[src/rtl/cgms_pkg.sv]
package cgms_pkg;
  localparam int CGMS_DATA_W = 14;
  localparam int CGMS_CRC_W  = 6;
  localparam logic [CGMS_CRC_W-1:0] CGMS_POLY = 6'b000011;
  localparam logic [CGMS_CRC_W-1:0] CGMS_INIT = 6'b111111;

  typedef struct packed {
    logic load;
    logic shift;
  } cgmsStrobe_t;
endpackage

[src/rtl/cgms_crc.sv]
module cgms_crc #(
  parameter int DATA_W = 14,
  parameter int CRC_W  = 6,
  parameter logic [CRC_W-1:0] POLY = 6'b000011,
  parameter logic [CRC_W-1:0] INIT = 6'b111111
) (
  input  logic [DATA_W-1:0] data,
  output logic [CRC_W-1:0]  crc
);
  logic [CRC_W-1:0] acc;
  logic fb;

  always_comb begin
    acc = INIT;
    fb  = 1'b0;
    for (int i = DATA_W - 1; i >= 0; i--) begin
      fb  = data[i] ^ acc[CRC_W-1];
      acc = {acc[CRC_W-2:0], 1'b0} ^ (fb ? POLY : '0);
    end
    crc = acc;
  end
endmodule

[src/rtl/cgms_ctrl.sv]
module cgms_ctrl
  import cgms_pkg::*;
#(
  parameter int BIT_CLKS = 4,
  parameter int WORD_W   = 20
) (
  input  logic        clk,
  input  logic        rstN,
  input  logic        lineTrig,
  input  logic        fieldOdd,
  input  logic        oddEn,
  input  logic        evenEn,
  input  logic        isNtsc,
  output cgmsStrobe_t strobe,
  output logic        busy,
  output logic        bitValid
);
  localparam int CLK_W = $clog2(BIT_CLKS + 1);
  localparam int BIT_W = $clog2(WORD_W + 1);
  localparam logic [CLK_W-1:0] CLK_LAST = CLK_W'(BIT_CLKS - 1);
  localparam logic [BIT_W-1:0] BIT_LAST = BIT_W'(WORD_W - 1);

  logic [CLK_W-1:0] clkCnt;
  logic [BIT_W-1:0] bitCnt;
  logic fieldOk, start, bitEnd, lastTick;

  assign fieldOk  = isNtsc && (fieldOdd ? oddEn : evenEn);
  assign start    = lineTrig && !busy && fieldOk;
  assign bitEnd   = busy && (clkCnt == CLK_LAST);
  assign lastTick = bitEnd && (bitCnt == BIT_LAST);

  always_comb begin
    strobe.load  = start;
    strobe.shift = bitEnd && !lastTick;
  end

  assign bitValid = busy && (clkCnt == '0);

  always_ff @(posedge clk) begin
    if (!rstN) begin
      busy   <= 1'b0;
      clkCnt <= '0;
      bitCnt <= '0;
    end else if (start) begin
      busy   <= 1'b1;
      clkCnt <= '0;
      bitCnt <= '0;
    end else if (busy) begin
      if (bitEnd) begin
        clkCnt <= '0;
        if (lastTick) busy <= 1'b0;
        else          bitCnt <= bitCnt + 1'b1;
      end else begin
        clkCnt <= clkCnt + 1'b1;
      end
    end
  end

  a_r8_pal_ignored: assert property (@(posedge clk) disable iff (!rstN)
    lineTrig && !busy && !isNtsc |=> !busy);
  a_r7_field_gate: assert property (@(posedge clk) disable iff (!rstN)
    lineTrig && !busy && !(fieldOdd ? oddEn : evenEn) |=> !busy);
  a_r9_no_restart: assert property (@(posedge clk) disable iff (!rstN)
    busy && lineTrig && !lastTick |=> busy && !(bitCnt == '0 && clkCnt == '0));
  a_r6_first_strobe: assert property (@(posedge clk) disable iff (!rstN)
    $rose(busy) |-> bitValid);
  a_r6_full_length: assert property (@(posedge clk) disable iff (!rstN)
    $fell(busy) |-> $past(bitCnt) == BIT_LAST);
endmodule

[src/rtl/cgms_dp.sv]
module cgms_dp
  import cgms_pkg::*;
#(
  parameter int DATA_W = 14,
  parameter int CRC_W  = 6,
  parameter logic [CRC_W-1:0] POLY = 6'b000011,
  parameter logic [CRC_W-1:0] INIT = 6'b111111
) (
  input  logic              clk,
  input  logic              rstN,
  input  cgmsStrobe_t       strobe,
  input  logic              busy,
  input  logic              crcInternal,
  input  logic [DATA_W-1:0] dataBits,
  input  logic [CRC_W-1:0]  crcReg,
  output logic              serOut
);
  localparam int WORD_W = DATA_W + CRC_W;

  logic [WORD_W-1:0] shReg;
  logic [CRC_W-1:0]  crcVal, chkSel;

  cgms_crc #(.DATA_W(DATA_W), .CRC_W(CRC_W), .POLY(POLY), .INIT(INIT)) u_crc (
    .data(dataBits),
    .crc (crcVal)
  );

  assign chkSel = crcInternal ? crcVal : crcReg;

  always_ff @(posedge clk) begin
    if (!rstN)             shReg <= '0;
    else if (strobe.load)  shReg <= {dataBits, chkSel};
    else if (strobe.shift) shReg <= {shReg[WORD_W-2:0], 1'b0};
  end

  assign serOut = busy && shReg[WORD_W-1];

  a_r4_passthru: assert property (@(posedge clk) disable iff (!rstN)
    strobe.load && !crcInternal |=> shReg[CRC_W-1:0] == $past(crcReg));
  a_r3_crc_load: assert property (@(posedge clk) disable iff (!rstN)
    strobe.load && crcInternal |=> shReg[CRC_W-1:0] == $past(crcVal));
  a_r2_payload_load: assert property (@(posedge clk) disable iff (!rstN)
    strobe.load |=> shReg[WORD_W-1:CRC_W] == $past(dataBits));
endmodule

[src/rtl/cgms_tx.sv]
module cgms_tx
  import cgms_pkg::*;
#(
  parameter int BIT_CLKS = 4,
  parameter int DATA_W   = CGMS_DATA_W,
  parameter int CRC_W    = CGMS_CRC_W,
  parameter logic [CRC_W-1:0] POLY = CGMS_POLY,
  parameter logic [CRC_W-1:0] INIT = CGMS_INIT
) (
  input  logic              clk,
  input  logic              rstN,
  input  logic              lineTrig,
  input  logic              fieldOdd,
  input  logic              oddEn,
  input  logic              evenEn,
  input  logic              isNtsc,
  input  logic              crcInternal,
  input  logic [DATA_W-1:0] dataBits,
  input  logic [CRC_W-1:0]  crcReg,
  output logic              serOut,
  output logic              bitValid,
  output logic              busy
);
  localparam int WORD_W = DATA_W + CRC_W;

  cgmsStrobe_t strobe;

  cgms_ctrl #(.BIT_CLKS(BIT_CLKS), .WORD_W(WORD_W)) u_ctrl (
    .clk     (clk),
    .rstN    (rstN),
    .lineTrig(lineTrig),
    .fieldOdd(fieldOdd),
    .oddEn   (oddEn),
    .evenEn  (evenEn),
    .isNtsc  (isNtsc),
    .strobe  (strobe),
    .busy    (busy),
    .bitValid(bitValid)
  );

  cgms_dp #(.DATA_W(DATA_W), .CRC_W(CRC_W), .POLY(POLY), .INIT(INIT)) u_dp (
    .clk        (clk),
    .rstN       (rstN),
    .strobe     (strobe),
    .busy       (busy),
    .crcInternal(crcInternal),
    .dataBits   (dataBits),
    .crcReg     (crcReg),
    .serOut     (serOut)
  );

  a_r5_valid_in_busy: assert property (@(posedge clk) disable iff (!rstN)
    bitValid |-> busy);
  a_r5_bit_hold: assert property (@(posedge clk) disable iff (!rstN)
    busy && !bitValid |-> $stable(serOut));
endmodule

[config.mk]
export PLATFORM = sky130hd
export DESIGN_NAME = cgms_tx
export DESIGN_NICKNAME = d
export VERILOG_FILES = /design/src/rtl/cgms_pkg.sv /design/src/rtl/cgms_crc.sv /design/src/rtl/cgms_ctrl.sv /design/src/rtl/cgms_dp.sv /design/src/rtl/cgms_tx.sv
export SDC_FILE = /design/constraint.sdc
export NUM_CORES = 1
export LEC_CHECK = 0
export ABC_AREA = 1
export BUFFER_PORTS_ARGS = -buffer_cell sky130_fd_sc_hd__buf_4
export CORE_ASPECT_RATIO = 0.6
export CORE_MARGIN = 4
export CORE_UTILIZATION = 32
export DETAILED_ROUTE_END_ITERATION = 6
export HOLD_SLACK_MARGIN = 0.05
export PLACE_DENSITY_LB_ADDON = 0.25
export SLEW_MARGIN = 10
export SYNTH_ARGS = -nofsm -noshare
export SYNTH_HDL_FRONTEND = slang
export SYNTH_SLANG_ARGS = --single-unit
export TNS_END_PERCENT = 100
[constraint.sdc]
create_clock -name clk -period 2.7 [get_ports clk]
set_clock_uncertainty 0.2 [all_clocks]
set_input_delay 0.81 -clock clk [delete_from_list [all_inputs] [get_ports clk]]
set_output_delay 0.81 -clock clk [all_outputs]
set_load 0.02 [all_outputs]
==> metrics <==
worst skew pair latency=between 200 and 300 ps; Antenna Nets Post-Route=0; Slew HR=0.785; post-synthesis register bit count=29; Mapped Area=1770 um^2; Starting Density=0.341; Vias=1822; Total Negative Setup Slacks=0 ps; global-route wire length before repair=7.78 mm; clock-pin slew on the worst setup and hold paths=roughly 60 ps; Non-Filler Instances=around 380; Max Freq=between 0.4 and 0.5 GHz; fillers=between 500 and 600; gr ovfl total=0; layout overhead on the synthesized area=22.6%; CP max stage cell=dfxtp_1; RSZ-0062 raised after global routing=false; Comb power frac=0.167; critical path class=reg -> out; Sw Share=0.265; syn_area_per_cell=between 6 and 7 um^2; Total GRT Usage=0.143; Arrival @ worst endpoint=between 1000 and 1500 ps; H-tree depth=2; first-pass iteration count of the detailed router=4; DP Cell Count=~370; adder-cell share of the synthesized area=0.0212; Synth top area share=0.327; commonest non-fill, non-tap cell in the layout=nand2_1; Syn Nets=~320; slowest stage delay, CP=380 ps; run status=completed; Die X=roughly 100 um; HP Class=reg -> reg; ys flop type=dfxtp_1; clock buffer depth=2; endpoints failing setup=0; crit-path max FO=4; Final Cycle Share=0.803; Synth Area in Compound Gates=0.195; post-synth top area cell=dfxtp_1; First DRT Iteration DRCs=60; DR WL/cell=around 12 um; Total Power=between 1 and 1.5 mW; Residual DRC=0; I/O pin count=31; Top Family by Delay on Critical Path=flip-flops; die area=6830 um^2; ys async rst share=0; share of layout cells above drive strength 1=0.156; CTS tree=yes; CP endpoint kind=primary output; final wirelength=about 4.5 mm; Synth Area in XOR/XNOR=0.0148; Min Hold Slack=approximately 280 ps; Sequential Power Share=0.407; Nets=345; Synth Area in Simple Gates=0.354; Internal=between 800 and 900 uW; largest cells by area after synthesis=dfxtp_1 33%, nand2_1 20%, o21ai_0 9.6%, a21oi_1 6.8%, nand3_1 6.2%; register area share after synthesis=0.327; PortBufs=30; Via density=~4.8; Detailed Place HPWL=3.46 mm; GPL Wtd Cong=~0.79; Net Switching=296 uW; distinct cell type count of the synthesized netlist=30; clock group share of total power=0.426; Root Buffer=clkbuf_8; most frequent cells in the layout=94 x nand2_1, 34 x o21ai_0, 32 x buf_4; Die Height=around 66 um; VDD IR-drop max=0.000229 V; PD cells=just over 500 nW/um^2; Mapped Cells=around 290; Num CTS Buffers=5; crit path time final=2170 ps; Worst Max-Slew Pin Slew=~320 ps; Post-synth EDFFs=0; std cell rows=20; CP cell instances=inv_1, ha_1, nand2_1, nor2_1, buf_4; core footprint=5200 um^2; largest net degree at the start of global routing=26; main combinational cell family by area after synthesis=simple AND/OR/NAND/NOR gates; max-cap viol count=0; Pleak=1.05 nW; warning count from the yosys run=0; CTS Hold Bufs=0; Critical path buffers and inverters=2; Final Max Slew Viols=0; Final Hold Violating Endpoints=0; Post-CTS Resized=0; antenna cells=0; Worst Setup Start Kind=flip-flop; post-CTS setup buffers=0; vias in the first global route=between 1500 and 2000; initial antenna violation count=0; mux cell area share after synthesis=0; CTS sink count=29; post-layout util=0.418; Worst Path Required=between 1500 and 2000 ps
## routing by layer
layer,up-vias,wire length [um],part of all wire,GRT usage
met2,46,1610,0.36,0.193
met4,0,57,0.013,0.0498
met1,787,2560,0.57,0.209
li1,982,-,-,-
met5,-,0,0,0
met3,7,289,0.064,0.0451
## worst min-delay path, cell delays in order (launching register included)
cell	delay, ps
dfxtp_1	320
nand2_1	60
a21oi_1	50
## registers in the layout, summed over array words and instances, names as in the netlist
name / flops
u_dp.shReg: 20
u_ctrl.bitCnt: 5
u_ctrl.clkCnt: 3
u_ctrl.busy: 1
## cell type report
| class | instances | area, um^2 | share of cell area |
|---|---|---|---|
| sequential | 29 | 581 | 0.267 |
| clock inverter | 2 | 37.5 | 0.0173 |
| tap | 66 | 82.6 | 0.0380 |
| timing repair buffer | 32 | 240 | 0.111 |
| multi-input combinational | 216 | 1040 | 0.477 |
| clock buffer | 6 | 82.6 | 0.0380 |
| inverter | 30 | 113 | 0.0518 |
## cell families after synthesis
| family | after synthesis |
|---|---|
| compound gates | 67 |
| xor+xnor | 3 |
| fa+ha+maj | 3 |
| buf+inv | 40 |
| flops | 29 |
| simple gates | 143 |
## final timing paths
path / from / to / slack, ps / depth (start not counted)
max: u_ctrl.clkCnt[0] / bitValid / 530 / 5
min reg2reg: u_ctrl.bitCnt[4] / u_ctrl.bitCnt[4] / 280 / 2
max reg2reg: u_ctrl.bitCnt[0] / u_dp.shReg[18] / 790 / 7
min: u_ctrl.bitCnt[4] / u_ctrl.bitCnt[4] / 280 / 2
## power by group through the flow
stage	logic (mW)	registers (mW)	clock network, mW
2_1_floorplan	0.113	0.462	0
3_3_place_gp	0.183	0.464	0
3_5_place_dp	0.185	0.464	0
4_1_cts	0.186	0.454	0.487
5_1_grt	0.213	0.457	0.510
6_report	0.186	0.454	0.475
## cell usage after synthesis (all sizes together) (2+ instances only)
master  number
xnor2        2
buf          5
dfxtp       29
o21ai       39
ha           3
or2          3
nand2       96
inv         30
nand3       23
a21oi       25
nor2        16
clkbuf       5
nor3         2
## per-stage QoR
step | instance area (um^2) | setup slack, ps
after global routing | 2170 | 391
after floorplan | 1770 | 719
after detailed placement | 2050 | 391
after CTS | 2170 | 510
final | 2170 | 533
after global placement | 2050 | 452
No activity file was read; power rests on OpenSTA's default activity.
